`src/rtl/dmw_pkg.sv`:
```
// Shared types for the direct-map window translator.
package dmw_pkg;
    typedef enum logic [1:0] {
        OUT_NONE   = 2'd0,
        OUT_DIRECT = 2'd1,
        OUT_BAD    = 2'd2,
        OUT_MAP    = 2'd3
    } outcome_e;
    localparam logic [2:0] PERM_RWX = 3'b111;
endpackage

```
`src/rtl/dmw_win_match.sv`:
```
// One window comparator. It qualifies the window by privilege, compares the
// segment tag in the active address mode, and forms the remapped address.
// Assumes the 32-bit tag sits just below bit 32 of the window register.
module dmw_win_match #(
    parameter int VA_W      = 64,
    parameter int VIRT_BITS = 48,
    parameter int SEG_SH32  = 29,
    parameter int SEG_SH64  = 60,
    parameter int USER_BIT  = 3,
    parameter int PSEG_LSB  = 25
) (
    input  logic [VA_W-1:0] va,
    input  logic [VA_W-1:0] win,
    input  logic            mode64,
    input  logic            priv_user,
    output logic            hit,
    output logic [VA_W-1:0] paddr
);
    localparam int SEG32_W = 32 - SEG_SH32;
    localparam int SEG64_W = VA_W - SEG_SH64;
    localparam int HI32_W  = VA_W - SEG_SH32;
    localparam logic [VA_W-1:0] VMASK = {{(VA_W-VIRT_BITS){1'b0}}, {VIRT_BITS{1'b1}}};

    logic               priv_ok;
    logic [HI32_W-1:0]  va_hi32, tag32;
    logic [SEG64_W-1:0] va_hi64, tag64;
    logic [SEG32_W-1:0] pseg;

    // Tag compare and address remap for this window.
    always_comb begin
        priv_ok = priv_user ? win[USER_BIT] : win[0];
        va_hi32 = va[VA_W-1:SEG_SH32];
        tag32   = HI32_W'(win[31:SEG_SH32]);
        va_hi64 = va[VA_W-1:SEG_SH64];
        tag64   = win[VA_W-1:SEG_SH64];
        pseg    = win[PSEG_LSB +: SEG32_W];
        hit     = priv_ok && (mode64 ? (va_hi64 == tag64) : (va_hi32 == tag32));
        paddr   = mode64 ? (va & VMASK) : VA_W'({pseg, va[SEG_SH32-1:0]});
    end
endmodule

```
`src/rtl/dmw_first_hit.sv`:
```
// Priority picker: the lowest-indexed asserted hit supplies the address.
module dmw_first_hit #(
    parameter int N = 4,
    parameter int W = 64
) (
    input  logic [N-1:0]        hits,
    input  logic [N-1:0][W-1:0] addrs,
    output logic                any,
    output logic [W-1:0]        addr
);
    // Scan from the top down so the lowest index is assigned last.
    always_comb begin
        any  = |hits;
        addr = '0;
        for (int i = N - 1; i >= 0; i--) begin
            if (hits[i]) addr = addrs[i];
        end
    end
endmodule

```
`src/rtl/dmw_canon_chk.sv`:
```
// Canonical check: the extension field above the virtual space must be
// all zeros or all ones.
module dmw_canon_chk #(
    parameter int VA_W      = 64,
    parameter int VIRT_BITS = 48
) (
    input  logic [VA_W-1:0] va,
    output logic            ok
);
    localparam int EXT_W = VA_W - VIRT_BITS;
    logic [EXT_W-1:0] ext;

    // Compare the extension bits against both legal patterns.
    always_comb begin
        ext = va[VA_W-1:VIRT_BITS];
        ok  = (ext == '0) || (ext == '1);
    end
endmodule

```
`src/rtl/dmw_xlate_front.sv`:
```
// Translation front end. Fixed priority order: direct-address bypass,
// then windows 0..N-1, then the canonical check, then mapped lookup.
// Registers one result per accepted request.
module dmw_xlate_front
    import dmw_pkg::*;
#(
    parameter int VA_W      = 64,
    parameter int PA_W      = 48,
    parameter int VIRT_BITS = 48,
    parameter int NUM_WIN   = 4,
    parameter int SEG_SH32  = 29,
    parameter int SEG_SH64  = 60,
    parameter int USER_BIT  = 3,
    parameter int PSEG_LSB  = 25
) (
    input  logic                          clk,
    input  logic                          rst_n,
    input  logic                          req_valid,
    input  logic [VA_W-1:0]               req_va,
    input  logic                          da_en,
    input  logic                          pg_en,
    input  logic                          priv_user,
    input  logic                          mode64,
    input  logic [NUM_WIN-1:0][VA_W-1:0]  win_cfg,
    output logic                          res_valid,
    output logic [1:0]                    res_kind,
    output logic [VA_W-1:0]               res_addr,
    output logic [2:0]                    res_perm
);
    localparam logic [VA_W-1:0] PMASK = {{(VA_W-PA_W){1'b0}}, {PA_W{1'b1}}};

    logic [NUM_WIN-1:0]           hits;
    logic [NUM_WIN-1:0][VA_W-1:0] win_paddr;
    logic                         any_hit;
    logic [VA_W-1:0]              hit_addr;
    logic                         canon_ok;
    outcome_e                     nxt_kind;
    logic [VA_W-1:0]              nxt_addr;
    logic [2:0]                   nxt_perm;

    for (genvar g = 0; g < NUM_WIN; g++) begin : g_win
        dmw_win_match #(
            .VA_W(VA_W), .VIRT_BITS(VIRT_BITS), .SEG_SH32(SEG_SH32),
            .SEG_SH64(SEG_SH64), .USER_BIT(USER_BIT), .PSEG_LSB(PSEG_LSB)
        ) u_match (
            .va(req_va), .win(win_cfg[g]), .mode64(mode64),
            .priv_user(priv_user), .hit(hits[g]), .paddr(win_paddr[g])
        );
    end

    dmw_first_hit #(.N(NUM_WIN), .W(VA_W)) u_pick (
        .hits(hits), .addrs(win_paddr), .any(any_hit), .addr(hit_addr)
    );

    dmw_canon_chk #(.VA_W(VA_W), .VIRT_BITS(VIRT_BITS)) u_canon (
        .va(req_va), .ok(canon_ok)
    );

    // Apply the fixed priority order to form the next result.
    always_comb begin
        if (da_en && !pg_en) begin
            nxt_kind = OUT_DIRECT; nxt_addr = req_va & PMASK; nxt_perm = PERM_RWX;
        end else if (any_hit) begin
            nxt_kind = OUT_DIRECT; nxt_addr = hit_addr;       nxt_perm = PERM_RWX;
        end else if (!canon_ok) begin
            nxt_kind = OUT_BAD;    nxt_addr = '0;             nxt_perm = 3'b000;
        end else begin
            nxt_kind = OUT_MAP;    nxt_addr = req_va;         nxt_perm = 3'b000;
        end
    end

    // Result register: strobe follows the request, data loads on accept.
    always_ff @(posedge clk) begin
        if (!rst_n) begin
            res_valid <= 1'b0;
            res_kind  <= OUT_NONE;
            res_addr  <= '0;
            res_perm  <= '0;
        end else begin
            res_valid <= req_valid;
            if (req_valid) begin
                res_kind <= nxt_kind;
                res_addr <= nxt_addr;
                res_perm <= nxt_perm;
            end
        end
    end
endmodule

```
`config.mk`:
```
export PLATFORM = sky130hd
export DESIGN_NAME = dmw_xlate_front
export DESIGN_NICKNAME = d
export VERILOG_FILES = /design/src/rtl/dmw_pkg.sv /design/src/rtl/dmw_win_match.sv /design/src/rtl/dmw_first_hit.sv /design/src/rtl/dmw_canon_chk.sv /design/src/rtl/dmw_xlate_front.sv
export SDC_FILE = /design/constraint.sdc
export NUM_CORES = 1
export LEC_CHECK = 0
export BUFFER_PORTS_ARGS = -buffer_cell sky130_fd_sc_hd__clkbuf_2
export CAP_MARGIN = 20
export CORE_AREA = 2 2 156 158
export DETAILED_ROUTE_END_ITERATION = 16
export DIE_AREA = 0 0 158 160
export GPL_TIMING_DRIVEN = 0
export PLACE_DENSITY_LB_ADDON = 0.1
export RECOVER_POWER = 100
export SYNTH_ARGS = -nofsm -noshare
export SYNTH_HDL_FRONTEND = slang
export SYNTH_SLANG_ARGS = --single-unit
```
`constraint.sdc`:
```
create_clock -name clk -period 3.6 [get_ports clk]
set_clock_uncertainty 0.15 [all_clocks]
set_input_delay 0.18 -clock clk [delete_from_list [all_inputs] [get_ports clk]]
set_output_delay 0.18 -clock clk [all_outputs]
set_load 0.05 [all_outputs]
```
### Word-level counts from Yosys, hierarchy flattened

Cells that the tools add are included.

* $add $sub $neg: 0
* multiply operators: 0
* div/mod/pow operators: 0
* magnitude comparators: 0
* eq/ne operators: 9
* shifts and indexed selects: 0
* multiplexer cells: 24
* bitwise logic cells: 0
* reduce and logical (&&, ||, !) cells: 9

Operators with widths (number)
* $mux 48: 8
* $mux 64: 3
* $eq 35x3->1: 4
* $eq 16x16->1 const B: 1
* $eq 4x4->1: 4
* $logic_not 16->1: 1
* $mux 1: 9
* $mux 3: 2
* $logic_and 1x1->1: 5
* $mux 2: 2
* $reduce_or 4->1: 1
* $logic_not 1->1: 1
* $logic_or 1x1->1: 1

* register bits: 70
* bits in latches: 0
* RAM bits: 0
* ROM bits: 0
* bits of input ports: 327
* output and inout port bits: 70
* logic and storage cells: 46
* memories: 0

### Logic depth before layout (Yosys ltp)

Gate-level depths: netlist (run 1).

* depth in word-level cells: 9
* mapped depth: 10
* gate-level depth less buffers: 7

### By module

From an unflattened synthesis (run 1), not the netlist that was laid out.

* cell total of the unflattened synthesis: 970
* area, all modules: 7775.0 um2

By module, submodules not included
* dmw_xlate_front: times used 1, cells an instance 364, area an instance 3056.7 um2, seq. area each 1361.3 um2
* dmw_win_match: times used 4, cells an instance 90, area an instance 648.1 um2, seq. area each 0.0 um2
* dmw_first_hit: times used 1, cells an instance 235, area an instance 2058.2 um2, seq. area each 0.0 um2
* dmw_canon_chk: times used 1, cells an instance 11, area an instance 67.6 um2, seq. area each 0.0 um2

### Worst setup path after synthesis (run 1)

No wires, ideal clock.

* path type: input-to-reg
* from: in req_va[63]
* to: reg res_addr[29]
* setup time: 0.087 ns
* data arrival time: 2.407 ns
* required time: 3.363 ns
* setup slack: 0.956 ns
* stages: 9
* path buffers: 2
* cell sequence: buf_4 -> nor4_1 -> nand4_4 -> a2111o_1 -> and3_4 -> and2_4 -> buf_6 -> or3_4 -> o31ai_1

* word-level cells in the longest chain between the ends: 9
* elaborated cells between the ends (all ways): 27
* those cells by class: eq/ne: 9; mux: 11; reduce/logical: 7

Ends and longest elaborated chain
* from (decl): RTL line dmw_xlate_front.sv:19 `input logic [VA_W-1:0] req_va,`
* $eq 35x3->1 / $eq 4x4->1 (equally long branches): RTL line dmw_win_match.sv:37 `hit = priv_ok && (mode64 ? (va_hi64 == tag64) : (va_hi32 == tag32));`
* $mux 1: RTL line dmw_win_match.sv:37
* $logic_and 1x1->1: RTL line dmw_win_match.sv:37
* $mux 48 (4 in series): RTL line dmw_first_hit.sv:16 `if (hits[i]) addr = addrs[i];`
* $mux 64 (*): RTL line dmw_xlate_front.sv:63 `end else if (any_hit) begin`
* $mux 64 (*): RTL line dmw_xlate_front.sv:61 `if (da_en && !pg_en) begin`
* to (signal assigned): RTL line dmw_xlate_front.sv:83 `res_addr <= nxt_addr;`
* to (decl): RTL line dmw_xlate_front.sv:27 `output logic [VA_W-1:0] res_addr,`

Every way passes the cells marked *; elsewhere a longest branch is shown, timed or not.
A chain may end at the register's enable or synchronous reset.

### Worst setup path after layout (run 1)

* from: in req_va[42]
* to: reg res_addr[13]

* word-level cells in the longest chain between the ends: 9
* elaborated cells between the ends (all ways): 19
* those cells by class: eq/ne: 4; mux: 10; reduce/logical: 5

Ends and longest elaborated chain (RTL line)
* $eq 35x3->1: dmw_win_match.sv:37
* $mux 1: dmw_win_match.sv:37
* $logic_and 1x1->1: dmw_win_match.sv:37
* $mux 48 (4 in series): dmw_first_hit.sv:16
* $mux 64 (*): dmw_xlate_front.sv:63
* $mux 64 (*): dmw_xlate_front.sv:61

Marks and branches as above.

==> results of run 1 <==
stage by stage:
step	std cells	setup slack (ns)	cell area [um^2]	hold slack (ns)	total power, mW
global placement	791	0.457	4360	0.243	1.12
detailed placement	791	0.381	4360	0.242	1.12
CTS	851	0.338	5120	0.0444	2.10
floorplan	288	0.956	3060	0.156	0.993
finish	851	0.569	5010	0.0436	2.04
global route	851	0.0974	5010	0.0578	2.15
routing by layer:
metal,GRT usage,routed length (um),vias to the layer above
met5,0,0,-
met4,0.0332,106,0
met3,0.0274,1010,8
met2,0.154,5290,142
met1,0.110,5290,1362
li1,-,-,1540
synthesized netlist by cell type (2+ instances only):
master / instances / share of area
or4_1: 3 / 0.0074
o221a_2: 2 / 0.0074
a21boi_0: 19 / 0.047
a32oi_1: 2 / 0.0057
nand4_1: 6 / 0.012
buf_2: 5 / 0.0082
inv_1: 5 / 0.0061
clkbuf_1: 9 / 0.011
mux2i_1: 11 / 0.036
nor4_1: 10 / 0.020
nand3_1: 8 / 0.013
o31ai_1: 2 / 0.0049
buf_6: 8 / 0.029
o21ai_0: 2 / 0.0033
nor2_1: 3 / 0.0037
nand2_1: 4 / 0.0049
nor3_1: 2 / 0.0033
buf_4: 3 / 0.0074
o22ai_1: 2 / 0.0041
xnor2_1: 13 / 0.037
xor2_1: 15 / 0.043
a22o_1: 45 / 0.13
nand2b_1: 19 / 0.039
o41ai_1: 2 / 0.0057
nor2b_1: 2 / 0.0041
dfxtp_1: 68 / 0.44
registers in the layout, indices dropped and copies added, names as in the netlist:
| register | flops |
|---|---|
| res_kind | 2 |
| res_valid | 1 |
| res_perm | 1 |
| res_addr | 64 |
cell families (layout without fill, tap and decap cells):
family                    count (synthesis)  after routing
buffers and inverters                    31            270
DFF                                      68             68
muxes                                    12             12
AOI/OAI and AO/OA                        85             85
and+or+nand+nor                          64             64
xor gates and xnor gates                 28             28
power breakdown:
| part | internal (mW) | switching, mW |
|---|---|---|
| logic | 0.147 | 0.198 |
| registers | 0.775 | 0.0116 |
| clock network | 0.590 | 0.317 |
critical path: stages:
cell and delay [ns]:
dlygate4sd3_1 0.53, buf_1 0.11, nor4_1 0.37, nand3_1 0.27, a2111o_1 0.42, and3_4 0.18, and2_0 0.16, buf_6 0.14
a41oi_4 0.43, buf_6 0.23, a22o_1 0.14
repair_timing:
item,4_1_cts,5_1_grt
hold buffers,45,0
hold endpoints to repair,45,0
endpoints found under the setup margin,0,0
worst paths after layout:
kind	start	to	slack (ns)	depth (start not counted)
setup / recovery	req_va[42]	res_addr[13]	0.57	11
setup reg to reg	res_addr[31]	res_addr[31]	2.40	5
hold reg to reg	res_kind[0]	res_kind[0]	0.31	1
hold / removal	req_va[29]	res_addr[29]	0.04	3
final cells by class:
type,instances,share of cell area
well taps,324,0.0809
flip-flops and latches,68,0.272
clock buffers,14,0.0547
repair buffers,224,0.251
multi-input cells,189,0.298
clock inverters,1,0.00599
inverters,5,0.00374
plain buffers,26,0.0349
==> flow_metrics.env, run 1 <==
export IMPL_worst_setup_path_start_kind="input pin"
export IMPL_ctsResizeCount=0
export IMPL_crit_required_ns=3.73
export IMPL_io_pins=397
export IMPL_fin_util=0.210
export IMPL_rsz0062_at_grt="no"
export IMPL_vias=3052
export IMPL_clkSinkCount=68
export IMPL_synthAdderAreaFrac=0
export IMPL_area_growth_synth_to_final_pct=63.8
export IMPL_num_rows=57
export IMPL_layout_nets=850
export IMPL_ant_nets=0
export IMPL_p_per_area_nw_per_um2=406
export IMPL_yosys_most_used_dff="dfxtp_1"
export IMPL_antenna_found_initial=0
export IMPL_maxCapViolCount=0
export IMPL_die_x_um=158
export IMPL_drc=0
export IMPL_layout_common_cells="108 x clkbuf_2, 82 x clkbuf_1, 68 x dfxtp_1"
export IMPL_yosysSeqAreaShare=0.445
export IMPL_timing_max_transition_violations_final=0
export IMPL_track_usage=0.0914
export IMPL_core_um2=23800
export IMPL_status="finished clean"
export IMPL_n_antenna_cell=0
export IMPL_fill_cells=2711
export IMPL_synth_nets=615
export IMPL_drt_iter0_drc=116
export IMPL_synthCells=288
export IMPL_critPathKind="input pin to flip-flop"
export IMPL_syn_area_um2=3060
export IMPL_synth_edf_count=0
export IMPL_period_minus_slack_ns=3.03
export IMPL_mostFrequentLayoutCell="clkbuf_2"
export IMPL_path_clk_slew_ns=0.05
export IMPL_critPathArrivalTime_ns=3.16
export IMPL_seq_area_um2=1360
export IMPL_synth_simple_area_share=0.135
export IMPL_wirelength_mm=11.7
export IMPL_clk_latency_ns=0.33
export IMPL_crit_fanout=10
export IMPL_cts_buffers=9
export IMPL_synth_top_family_by_area="compound AO/OA/AOI/OAI gates"
export IMPL_vdd_drop_max_mv=0.195
export IMPL_die_h_um=160
export IMPL_setup_viol=0
export IMPL_htree_levels=3
export IMPL_synth_cell_type_count=44
export IMPL_synthMuxAreaShare=0.0396
export IMPL_synth_seq_cells=68
export IMPL_dp_hpwl_mm=8.97
export IMPL_cts_tree="yes"
export IMPL_finalCritPeriodShare=0.842
export IMPL_grt_overflow=0
export IMPL_end_kind="flip-flop"
export IMPL_grt_pass1_vias=3231
export IMPL_multi_input_area_um2=1490
export IMPL_post_cts_repair_setup_buffers=0
export IMPL_initial_utilization=0.129
export IMPL_root_buffer="clkbuf_16"
export IMPL_fin_tns_setup_ns=0
export IMPL_die_area_um2=25300
export IMPL_p_leak_nw=2.02
export IMPL_gp_congestion=0.704
export IMPL_hp_class="input pin to flip-flop"
export IMPL_ys_warn_count=0
export IMPL_worst_pin_slew_ns=0.883
export IMPL_relSlewSlack=0.406
export IMPL_port_buffers=179
export IMPL_firstDrtPassIters=4
export IMPL_synth_async_reset_ratio=0
export IMPL_layout_drive_gt1_share=0.269
export IMPL_grt_max_degree=11
export IMPL_hold_viol_final=0
export IMPL_routed_wire_length_per_instance_um=13.7
export IMPL_clock_path_buffers=2
export IMPL_grt_pass1_wl_mm=17.4
export IMPL_fmax_mhz=330
export IMPL_avgSynthCellArea_um2=10.6
export IMPL_viasPerCell=3.59
export IMPL_synth_xor_area_frac=0.0801
export IMPL_synth_compound_area_frac=0.237
No activity file was read; power rests on OpenSTA's default activity.
==> run 2: changes to the inputs <==
--- a/config.mk
+++ b/config.mk
@@ -7,9 +7,9 @@
 export LEC_CHECK = 0
 export BUFFER_PORTS_ARGS = -buffer_cell sky130_fd_sc_hd__clkbuf_2
 export CAP_MARGIN = 20
-export CORE_AREA = 2 2 156 158
+export CORE_AREA = 2 2 154 156
 export DETAILED_ROUTE_END_ITERATION = 16
-export DIE_AREA = 0 0 158 160
+export DIE_AREA = 0 0 156 158
 export GPL_TIMING_DRIVEN = 0
 export PLACE_DENSITY_LB_ADDON = 0.1
 export RECOVER_POWER = 100
==> constraint.sdc (replaced) <==
create_clock -name clk -period 2.5 [get_ports clk]
set_clock_uncertainty 0.15 [all_clocks]
set_input_delay 0.125 -clock clk [delete_from_list [all_inputs] [get_ports clk]]
set_output_delay 0.125 -clock clk [all_outputs]
set_load 0.05 [all_outputs]
==> flow_metrics.env, run 2 (same netlist as run 1, synthesis figures left out) <==
export IMPL_status="finished clean"
export IMPL_port_buffers=179
export IMPL_initial_utilization=0.133
export IMPL_end_kind="flip-flop"
export IMPL_critPathArrivalTime_ns=2.56
export IMPL_path_clk_slew_ns=0.06
export IMPL_drc=0
export IMPL_ant_nets=0
export IMPL_hp_class="input pin to flip-flop"
export IMPL_viasPerCell=3.75
export IMPL_core_um2=23100
export IMPL_regMostFlops="res_addr"
export IMPL_fin_tns_setup_ns=0
export IMPL_firstDrtPassIters=4
export IMPL_n_antenna_cell=0
export IMPL_antenna_found_initial=0
export IMPL_vias=3090
export IMPL_io_pins=397
export IMPL_cts_buffers=9
export IMPL_layout_nets=857
export IMPL_track_usage=0.0944
export IMPL_mostFrequentLayoutCell="clkbuf_2"
export IMPL_timing_max_transition_violations_final=0
export IMPL_vdd_drop_max_mv=0.277
export IMPL_clock_path_buffers=2
export IMPL_grt_pass1_wl_mm=17.5
export IMPL_root_buffer="clkbuf_16"
export IMPL_placed_cells=757
export IMPL_largest_reg_flops=64
export IMPL_hold_viol_final=0
export IMPL_period_minus_slack_ns=2.43
export IMPL_setup_ws_ns=0.0663
export IMPL_drt_iter0_drc=100
export IMPL_instances_no_fill=825
export IMPL_die_h_um=158
export IMPL_dp_hpwl_mm=9.33
export IMPL_p_per_area_nw_per_um2=578
export IMPL_wirelength_mm=11.8
export IMPL_worst_setup_path_start_kind="input pin"
export IMPL_setup_viol=0
export IMPL_num_rows=56
export IMPL_crit_required_ns=2.63
export IMPL_pre_cts_ws_ns=-0.575
export IMPL_cts_tree="yes"
export IMPL_worst_pin_slew_ns=0.737
export IMPL_critPathKind="input pin to flip-flop"
export IMPL_maxCapViolCount=0
export IMPL_area_growth_synth_to_final_pct=66.4
export IMPL_rsz0062_at_grt="no"
export IMPL_crit_fanout=10
export IMPL_reg_top3="res_addr: 64 flops, res_kind: 2 flops"
export IMPL_grt_max_degree=12
export IMPL_clk_latency_ns=0.33
export IMPL_gp_congestion=0.705
export IMPL_relSlewSlack=0.511
export IMPL_grt_pass1_vias=3193
export IMPL_fmax_mhz=411
export IMPL_routed_wire_length_per_instance_um=14.3
export IMPL_layout_common_cells="108 x clkbuf_2, 82 x clkbuf_1, 68 x dfxtp_1"
export IMPL_layout_drive_gt1_share=0.295
export IMPL_whs_ns=0.0498
export IMPL_clkSinkCount=68
export IMPL_finalCritPeriodShare=0.973
export IMPL_die_x_um=156
export IMPL_die_area_um2=24600
export IMPL_p_leak_nw=2.06
export IMPL_htree_levels=3
export IMPL_grt_overflow=0
[run 2: worst paths after layout]
kind	start	endpoint	slack [ns]	depth (start not counted)
min	req_va[31]	res_addr[31]	0.05	4
min reg2reg	res_kind[0]	res_kind[0]	0.30	1
max	req_va[29]	res_addr[43]	0.07	11
max reg2reg	res_addr[31]	res_addr[31]	1.32	5
[run 2: layout make-up]
type	instances	area, um^2
Sequential cell	68	1360
Tap cell	290	363
Clock buffer	12	256
Timing Repair Buffer	231	1320
Buffer	26	181
Clock inverter	4	47.5
Multi-Input combinational cell	189	1540
Fill cell	2572	18000
Inverter	5	18.8
[run 2: stage by stage]
stage	total power [mW]	instance area [um^2]	util
after floorplan	1.43	3080	-
after global placement	1.61	4340	0.188
after detailed placement	1.62	4340	0.188
after CTS	3.03	5170	0.224
after global routing	3.10	5090	0.221
final	2.94	5090	0.221
[run 2: metal layers]
metal  global-route usage  share of wire  up-vias  wire length (um)
met5                    0              0        -                 0
li1                     -              -     1562                 -
met4               0.0367          0.012        0               147
met3               0.0348          0.087        9              1030
met2                0.155           0.45      131              5340
met1                0.112           0.45     1388              5320
[run 2: power by group]
part / total [mW] / internal [mW] / leakage [nW] / switching [mW]
Combinational: 0.509 / 0.221 / 1.36 / 0.287
Sequential: 1.13 / 1.12 / 0.552 / 0.0167
Clock: 1.30 / 0.823 / 0.149 / 0.479
[run 2: worst max-delay path, cell delays in order]
cell	delay [ns]
buf_8	0.12
xor2_1	0.15
or4_1	0.54
a2111o_1	0.47
and3_4	0.21
and2_4	0.15
buf_6	0.13
a41oi_4	0.18
buf_12	0.16
buf_4	0.18
a22o_1	0.14
[run 2: repair_timing]
item	in CTS	in global routing
resized for setup	5	0
cloned	0	0
pin swaps	1	2
setup endpoints to repair	58	49
setup buffers	2	3
hold buffers	47	0
hold endpoints to repair	47	0
